===== config.mk =====
export PLATFORM = sky130hd
export DESIGN_NAME = dev_irq_ctrl
export DESIGN_NICKNAME = d
export VERILOG_FILES = /design/src/rtl/dev_irq_pkg.sv /design/src/rtl/irq_flag_word.sv /design/src/rtl/irq_word_prio.sv /design/src/rtl/irq_sel_tree.sv /design/src/rtl/dev_irq_ctrl.sv
export SDC_FILE = /design/constraint.sdc
export NUM_CORES = 1
export LEC_CHECK = 0
export BUFFER_PORTS_ARGS = -buffer_cell sky130_fd_sc_hd__clkbuf_2
export CORE_ASPECT_RATIO = 0.75
export CORE_MARGIN = 10
export CORE_UTILIZATION = 40
export DETAILED_ROUTE_END_ITERATION = 8
export MAX_ROUTING_LAYER = met4
export PLACE_DENSITY = 0.65
export SETUP_SLACK_MARGIN = 0.4
export SLEW_MARGIN = 20
export SYNTH_ARGS = -nofsm -noshare
export SYNTH_HDL_FRONTEND = slang
export SYNTH_SLANG_ARGS = --single-unit

===== constraint.sdc =====
create_clock -name clk_i -period 4.1 [get_ports clk_i]
set_input_delay 0.82 -clock clk_i [delete_from_list [all_inputs] [get_ports clk_i]]
set_output_delay 0.82 -clock clk_i [all_outputs]
set_load 0.05 [all_outputs]

===== src/rtl/dev_irq_pkg.sv =====
package dev_irq_pkg;
  localparam int unsigned PSW_W      = 16;
  localparam int unsigned PSW_EXT_EN = 14;
  localparam int unsigned PSW_IDLE   = 15;
  localparam logic [7:0]  EXT_OLD_ADDR = 8'h40;
  localparam logic [7:0]  EXT_NEW_ADDR = 8'h44;

  typedef enum logic [1:0] {
    ENB_KEEP = 2'd0,
    ENB_ON   = 2'd1,
    ENB_OFF  = 2'd2,
    ENB_FLIP = 2'd3
  } enb_op_e;
endpackage


===== src/rtl/irq_flag_word.sv =====
module irq_flag_word #(
  parameter int unsigned WORD_W = 32,
  parameter int unsigned WSEL_W = 3,
  parameter int unsigned WIDX   = 0,
  localparam int unsigned BIT_W = $clog2(WORD_W),
  localparam int unsigned DEV_W = WSEL_W + BIT_W
) (
  input  logic                 clk_i,
  input  logic                 rst_ni,
  input  logic                 set_vld_i,
  input  logic [DEV_W-1:0]     set_dev_i,
  input  logic                 clr_vld_i,
  input  logic [DEV_W-1:0]     clr_dev_i,
  input  logic                 cmd_vld_i,
  input  logic [DEV_W-1:0]     cmd_dev_i,
  input  dev_irq_pkg::enb_op_e cmd_op_i,
  output logic [WORD_W-1:0]    req_o,
  output logic [WORD_W-1:0]    enb_o
);
  import dev_irq_pkg::*;
  localparam logic [WSEL_W-1:0] MY_SEL = WSEL_W'(WIDX);

  logic [WORD_W-1:0] set_m, clr_m, cmd_m, req_d, enb_d;

  always_comb begin
    set_m = '0;
    clr_m = '0;
    cmd_m = '0;
    if (set_vld_i && set_dev_i[DEV_W-1:BIT_W] == MY_SEL) set_m[set_dev_i[BIT_W-1:0]] = 1'b1;
    if (clr_vld_i && clr_dev_i[DEV_W-1:BIT_W] == MY_SEL) clr_m[clr_dev_i[BIT_W-1:0]] = 1'b1;
    if (cmd_vld_i && cmd_dev_i[DEV_W-1:BIT_W] == MY_SEL) cmd_m[cmd_dev_i[BIT_W-1:0]] = 1'b1;
  end

  // clear before set: a same-cycle set wins
  assign req_d = (req_o & ~clr_m) | set_m;

  always_comb begin
    unique case (cmd_op_i)
      ENB_ON:   enb_d = enb_o | cmd_m;
      ENB_OFF:  enb_d = enb_o & ~cmd_m;
      ENB_FLIP: enb_d = enb_o ^ cmd_m;
      default:  enb_d = enb_o;
    endcase
  end

  always_ff @(posedge clk_i or negedge rst_ni) begin
    if (!rst_ni) begin
      req_o <= '0;
      enb_o <= '0;
    end else begin
      req_o <= req_d;
      enb_o <= enb_d;
    end
  end
endmodule


===== src/rtl/irq_word_prio.sv =====
module irq_word_prio #(
  parameter int unsigned WORD_W = 32,
  localparam int unsigned BIT_W = $clog2(WORD_W)
) (
  input  logic [WORD_W-1:0] vec_i,
  output logic              any_o,
  output logic [BIT_W-1:0]  idx_o
);
  always_comb begin
    idx_o = '0;
    for (int i = WORD_W - 1; i >= 0; i--) begin
      if (vec_i[i]) idx_o = BIT_W'(i);
    end
  end
  assign any_o = |vec_i;
endmodule


===== src/rtl/irq_sel_tree.sv =====
module irq_sel_tree #(
  parameter int unsigned NUM_WORDS = 8,
  parameter int unsigned BIT_W     = 5,
  localparam int unsigned WSEL_W   = $clog2(NUM_WORDS)
) (
  input  logic [NUM_WORDS-1:0] any_i,
  input  logic [BIT_W-1:0]     idx_i [NUM_WORDS],
  output logic                 any_o,
  output logic [WSEL_W+BIT_W-1:0] dev_o
);
  logic [WSEL_W-1:0] sel;

  always_comb begin
    sel = '0;
    for (int w = NUM_WORDS - 1; w >= 0; w--) begin
      if (any_i[w]) sel = WSEL_W'(w);
    end
  end

  assign any_o = |any_i;
  assign dev_o = any_o ? {sel, idx_i[sel]} : '0;
endmodule


===== src/rtl/dev_irq_ctrl.sv =====
module dev_irq_ctrl #(
  parameter int unsigned NUM_DEV = 256,
  parameter int unsigned WORD_W  = 32,
  localparam int unsigned DEV_W     = $clog2(NUM_DEV),
  localparam int unsigned BIT_W     = $clog2(WORD_W),
  localparam int unsigned NUM_WORDS = NUM_DEV / WORD_W,
  localparam int unsigned WSEL_W    = DEV_W - BIT_W
) (
  input  logic                           clk_i,
  input  logic                           rst_ni,
  input  logic                           set_vld_i,
  input  logic [DEV_W-1:0]               set_dev_i,
  input  logic                           clr_vld_i,
  input  logic [DEV_W-1:0]               clr_dev_i,
  input  logic                           cmd_vld_i,
  input  logic [DEV_W-1:0]               cmd_dev_i,
  input  logic [7:0]                     cmd_byte_i,
  input  logic [dev_irq_pkg::PSW_W-1:0]  psw_i,
  output logic                           irq_o,
  output logic [DEV_W-1:0]               ack_dev_o,
  output logic                           wake_o,
  output logic [7:0]                     old_psw_addr_o,
  output logic [7:0]                     new_psw_addr_o
);
  import dev_irq_pkg::*;

  logic                set_ok;
  enb_op_e             cmd_op;
  logic [NUM_DEV-1:0]  req_flat, enb_flat;
  logic [NUM_WORDS-1:0] word_any;
  logic [BIT_W-1:0]    word_idx [NUM_WORDS];
  logic                pend_any;
  logic                unused_bits;

  // device 0 cannot raise an interrupt
  assign set_ok = set_vld_i && (set_dev_i != '0);
  assign cmd_op = enb_op_e'(cmd_byte_i[7:6]);
  assign unused_bits = ^{cmd_byte_i[5:0], psw_i[PSW_W-3:0]};

  for (genvar w = 0; w < NUM_WORDS; w++) begin : g_word
    logic [WORD_W-1:0] req_w, enb_w;

    irq_flag_word #(.WORD_W(WORD_W), .WSEL_W(WSEL_W), .WIDX(w)) u_flags (
      .clk_i     (clk_i),
      .rst_ni    (rst_ni),
      .set_vld_i (set_ok),
      .set_dev_i (set_dev_i),
      .clr_vld_i (clr_vld_i),
      .clr_dev_i (clr_dev_i),
      .cmd_vld_i (cmd_vld_i),
      .cmd_dev_i (cmd_dev_i),
      .cmd_op_i  (cmd_op),
      .req_o     (req_w),
      .enb_o     (enb_w)
    );

    irq_word_prio #(.WORD_W(WORD_W)) u_prio (
      .vec_i (req_w & enb_w),
      .any_o (word_any[w]),
      .idx_o (word_idx[w])
    );

    assign req_flat[w*WORD_W +: WORD_W] = req_w;
    assign enb_flat[w*WORD_W +: WORD_W] = enb_w;
  end

  irq_sel_tree #(.NUM_WORDS(NUM_WORDS), .BIT_W(BIT_W)) u_sel (
    .any_i (word_any),
    .idx_i (word_idx),
    .any_o (pend_any),
    .dev_o (ack_dev_o)
  );

  assign irq_o          = pend_any && psw_i[PSW_EXT_EN];
  assign wake_o         = irq_o && psw_i[PSW_IDLE];
  assign old_psw_addr_o = EXT_OLD_ADDR;
  assign new_psw_addr_o = EXT_NEW_ADDR;
endmodule


Word level (Yosys, flattened, before mapping):

Index checks and enable logic that the tools add are counted.

* register bits: 512
* input bits: 53
* output and inout port bits: 26
* word-level logic and storage cells: 462

* order comparisons: 7
* equality and inequality tests: 24
* multiplexer cells: 306
* bitwise gates (word level): 65
* reduce and logical (&&, ||, !) cells: 44

Operators by type and width (count)
* 2-to-1 mux 5 bit: 258
* bitwise AND 32 bit: 24
* 2-to-1 mux 32 bit: 24
* case mux 32 bit (3 select lines): 8
* inverter 32 bit: 16
* bitwise OR 32 bit: 16
* OR reduction 256 bit: 1
* OR reduction 32 bit: 8
* XOR 32 bit: 8
* == test 3 bit (second input constant): 12
* logical AND 1 bit: 30
* 2-to-1 mux 3 bit: 8
* == test 3 x 2 -> 1 bit (second input constant): 6
* less-than comparator 5 x 6 -> 1 bit (second input constant): 3
* binary-select mux 5 bit (select 3 bit): 1
* demux 1 bit (select 5 bit): 3
* >= comparator 5 x 1 -> 1 bit (second input constant): 3
* == test 3 x 1 -> 1 bit (second input constant): 3
* logical NOT 3 bit: 3
* 2-to-1 mux 8 bit: 1
* nonzero test 8 bit: 1
* == test 2 bit (second input constant): 2
* >= comparator 4 bit (second input constant): 1
* inverter 3 -> 4 bit: 1
* 3 further kinds: 5

Depth between registers and ports, before layout:

* word-level depth: 37
* gate-level depth with buffers: 10
* mapped depth without buffers: 8

Modules after synthesis:

From an unflattened synthesis, not the netlist that was laid out.

* cell total of the unflattened synthesis: 3905
* area, all modules: 39593.0 um2

By module, submodules not included
* irq_flag_word at g_word[1].u_flags ...: instances 3, cells an instance 386, area each 4305.4 um2, seq. area each 1601.5 um2
* irq_flag_word at g_word[5].u_flags ...: instances 2, cells an instance 379, area each 4255.3 um2, seq. area each 1601.5 um2
* irq_flag_word at g_word[0].u_flags: instances 1, cells an instance 380, area each 4327.9 um2, seq. area each 1601.5 um2
* irq_flag_word at g_word[7].u_flags: instances 1, cells an instance 379, area each 4287.9 um2, seq. area each 1601.5 um2
* irq_flag_word at g_word[3].u_flags: instances 1, cells an instance 380, area each 4259.1 um2, seq. area each 1601.5 um2
* irq_word_prio: instances 8, cells an instance 65, area each 385.4 um2, seq. area each 0.0 um2
* dev_irq_ctrl: instances 1, cells an instance 279, area each 1761.7 um2, seq. area each 0.0 um2
* irq_sel_tree: instances 1, cells an instance 51, area each 446.7 um2, seq. area each 0.0 um2

Least setup slack after synthesis:

No wires, ideal clock.

* kind: reg-to-output
* start point: register g_word[0].u_flags.enb_o[21]
* end point: output port ack_dev_o[4]
* arrival time: 3.770 ns
* data required time: 3.280 ns
* setup slack: -0.490 ns
* cell stages (with the launch flop): 9
* path buffers: 1
* cells stage by stage: dfrtp_1 -> a22oi_4 -> nand4_2 -> or4_1 -> buf_2 -> nand2b_1 -> nor3_1 -> a21oi_1 -> o21ai_1

* longest elaborated chain between the ends: 27
* elaborated cells between the ends (all ways): 31
* classes of those cells: mux: 27; bitwise: 2; reduce/logical: 2

RTL lines
* from (decl): RTL line irq_flag_word.sv:18 `output logic [WORD_W-1:0] enb_o`
* from (signal assigned): RTL line irq_flag_word.sv:52 `enb_o <= enb_d;`
* bitwise AND 32 bit (*): RTL line dev_irq_ctrl.sv:58 `.vec_i (req_w & enb_w),`
* 2-to-1 mux 5 bit (22 in series): RTL line irq_word_prio.sv:12 `if (vec_i[i]) idx_o = BIT_W'(i);`
* binary-select mux 5 bit (select 3 bit): RTL line irq_sel_tree.sv:21 `assign dev_o = any_o ? {sel, idx_i[sel]} : '0;`
* 2-to-1 mux 5 bit (implied by the code) (2 in series): RTL line irq_sel_tree.sv:21
* 2-to-1 mux 8 bit (*): RTL line irq_sel_tree.sv:21
* to (decl): RTL line dev_irq_ctrl.sv:20 `output logic [DEV_W-1:0] ack_dev_o,`

Mark *: on every way between the ends. The rest lies on a longest branch, timed or not. The select of a mux whose other input is x is not followed.

Worst setup path after layout:

* start point: register g_word[0].u_flags.enb_o[30]
* end point: output port ack_dev_o[2]

* longest elaborated chain between the ends: 36
* elaborated cells between the ends (all ways): 40
* classes of those cells: mux: 36; bitwise: 2; reduce/logical: 2

RTL lines (RTL line)
* bitwise AND 32 bit (*): dev_irq_ctrl.sv:58
* 2-to-1 mux 5 bit (31 in series): irq_word_prio.sv:12
* binary-select mux 5 bit (select 3 bit): irq_sel_tree.sv:21
* 2-to-1 mux 5 bit (implied by the code) (2 in series): irq_sel_tree.sv:21
* 2-to-1 mux 8 bit (*): irq_sel_tree.sv:21

Marks and branches as above.

==> metrics <==
post-synthesis compound-gate area fraction=15.1%; DRC viols=0; GR Overflow Total=0; outcome=finished with violations; P_int=15.5 mW; Crit-path slowest cell=or4_4; first-pass GRT wire length=181000 µm; Total GRT Usage=23.2%; row cnt=between 90 and 100; crit path cell chain=a22oi_2 > nand4_1 > or4_4 > or3_4 > o32ai_4 > buf_4 > buf_6 > nor4_2 > buf_4 > o21bai_1 > nand3_2 > buf_12; max incr delay on CP=0.55 ns; Lkg Pwr=19.4 nW; Hold Buf Count CTS=0; Stages on worst setup path=12; vias in the first global route=29.3k; H-tree levels=2; Slew Viols, Final=0; Sw Share=39.1%; Post-Synth Adder-Cell Area=17.6%; peak supply drop=0.452 mV; Peak Freq=213 MHz; number of hold violations in the final report=0; mapped cell area=between 30000 and 40000 µm²; Synth Register Bits=512; IO buf count=42; final hold slack=approximately 0.2 ns; Core Box Area=90000 µm²; failing checks=setup timing; Die Area=about 100000 µm²; Post-Synth XOR/XNOR Area=0%; fill count=slightly above 8k; Ys Warns=0; crit path max fanout=3; Crit path required time=3.28 ns; GR met1 Demand/Resource=34.1%; Flop pwr share=between 30% and 40%; ys async rst share=100%; R2R depth=4; Hold Crit Class=primary input to async pin; Tcrit/Tclk final=115%; area grow syn2layout=16.4%; io pins=79; Critical Path Sink Type=output pin; fin cells=between 5k and 6k; Post-synth EDFFs=0; Initial DRC Count=3653; top-area cell type share of the netlist area=35.2%; simple-gate area share of the yosys netlist=9.04%; worst setup path class=register to output pin; dpl hpwl=a little over 90000 µm; grt met2 use=31.3%; dpl ws=-0.169 ns; Clock Skew=0 ns; share of power burned in combinational logic=45.6%; CTS tree=built; synth unique cells=between 70 and 80; initial antenna violation count=7; pin count of the biggest net entering global routing=79; RSZ-0062 raised after global routing=yes; maxcap violations=0; Primary FF master, synth=dfrtp_1; Slew HR=25.3%; grt peak-use layer=met1; Initial Utilization=40.5%; clock network fraction of design power=20.7%; Bufs and invs on worst path=4; grt met3 use=between 6 and 7%; Synth Instances=about 3.6k; chip height=about 280 µm; Sum Neg Setup Slack=-2.83 ns; Least-Margin Pin Slew=1.12 ns; GPL Wtd Cong=around 1; Synth area leaders=dfrtp_1, ha_1, mux4_2, o21ai_0, inv_1; Power Density=~600 nW/µm²; Worst Path Arrival=3.88 ns; wire per inst=23.2 µm; total number of vias=about 31k; routed vias/inst=between 5 and 6; clk_lat worst skew=0.63 ns; Avg Synthesized Cell Area=10.1 µm²; mux cell area share after synthesis=16.0%; Final setup viols=6; placed cells=4992; antenna viol nets, final=0; cell family with most CP delay=simple AND/OR/NAND/NOR gates; Final min period=4.70 ns; Max clock buf depth=3; total clock sinks=just over 500; First-pass DRT Iterations=8; switching power total=9.95 mW; Final nets=4429; Setup crit start kind=register; Die Span X=approximately 370 µm; layout cells sized above 1=20.1%; sequential cell area fraction in the yosys report=35.2%; Total Routed Length=approximately 120000 µm; Root Buffer=clkbuf_16; crit-path most repeated cell=buf_4; CTS Buf Count=54; Clk pin slew, worst setup/hold paths=0.06 ns; largest family of logic cells by synthesized area=adder cells; final worst setup slack=-0.603 ns; area leader, netlist=dfrtp_1
[power groups by stage]
stage	Sequential (mW)	Combinational, mW	Clock, mW
global placement	8.44	10.2	0
finish	8.57	11.6	5.27
detailed placement	8.50	11.0	0
global route	8.77	12.9	5.52
CTS	8.46	11.4	5.30
floorplan	8.10	6.72	0
[repair_timing]
item,CTS,global route
endpoints found under the hold margin,0,0
setup endpoints to repair,10,10
resized for setup,62,28
pin swaps,19,4
buffers inserted,23,5
[area by class of cell]
cell class	instances	area (µm²)	area share, %
multi-input combinational	2433	21500	50.6
sequential	512	12800	30.2
timing repair buffer	342	2810	6.62
inverter	521	1960	4.61
clock buffer	81	1650	3.88
tap	1212	1520	3.57
clock inverter	17	196	0.463
antenna	10	25.0	0.0590
[worst reg2reg max path, stage by stage, from the launching register on]
cell and delay, ns:
dfrtp_1 0.43, buf_4 0.20, inv_1 0.05, ha_1 0.28, mux4_2 0.47
[kinds of logic after synthesis]
group | count (synthesis)
buffers and inverters | 678
other | 2
adder cells (fa/ha/maj) | 512
AO/OA/AOI/OAI | 889
AND/OR/NAND/NOR | 755
multiplexers | 261
flip-flops | 512
[layout by cell type, fill, tap and decap left out, types with 7 or more instances in the layout]
cell       netlist  layout
buf_12           0      17
nor2_1          70      61
a22oi_2          8      32
clkbuf_1       114      11
o211ai_1        10      10
nor2b_1         14      14
inv_1          521     521
nand3_1         43      39
a222oi_1        11      11
a31oi_1         25      25
buf_6            1       7
clkbuf_8         0      15
a221o_1          7       7
clkinv_2         0       9
nand4_1         25      25
clkbuf_16        0      58
buf_4           16     280
dfrtp_1        512     509
a21oi_1         38      35
ha_1           512     512
a221oi_1         9       9
a32o_1          22      22
diode_2          0      10
a32oi_1         19      18
clkbuf_2         0      29
nor2_2           0       7
nand2_1        518     515
a22o_1          32      32
nand2b_1        11      11
conb_1           2      16
a22oi_1        108      84
mux4_2         256     256
nor3b_1          9       9
o21ai_0        543     541
[through the flow]
step                      util, %  power [mW]  cell area, µm²
after floorplan                 -        14.8           36500
after detailed placement     44.4        19.5           39900
after CTS                    46.9        25.2           42200
final                        47.1        25.4           42400
after global routing         47.1        27.2           42400
after global placement       44.4        18.7           39900
[worst paths after layout]
kind / from / to / slack, ns
setup / recovery: g_word[0].u_flags.enb_o[30] / ack_dev_o[2] / -0.60
hold / removal: rst_ni / g_word[6].u_flags.req_o[26] / 0.20
setup reg to reg: g_word[7].u_flags.enb_o[17] / g_word[7].u_flags.enb_o[17] / 2.54
hold reg to reg: g_word[2].u_flags.req_o[12] / g_word[2].u_flags.req_o[12] / 0.52
max in group asynchronous: rst_ni / g_word[0].u_flags.req_o[15] / 2.86
min in group clk_i: g_word[2].u_flags.req_o[12] / g_word[2].u_flags.req_o[12] / 0.52
[routing by layer]
metal | part of all wire, % | vias to the layer above
met5 | 0 | -
met4 | 2.2 | 0
met3 | 12 | 166
met2 | 40 | 1484
met1 | 45 | 15559
li1 | - | 13311
[Yosys cell counts, drive strengths merged (26+ instances only)]
cell	number
mux4	256
clkbuf	114
o21ai	544
nand3	43
nand4	26
buf	43
a21oi	38
nor2	70
nand2	518
dfrtp	512
inv	521
ha	512
a22oi	117
a22o	32
[state kept, by name (all words and copies together) (netlist names)]
register,flops
g_word.u_flags.enb_o,256
g_word.u_flags.req_o,256
Power figures use the tool's default switching activity.
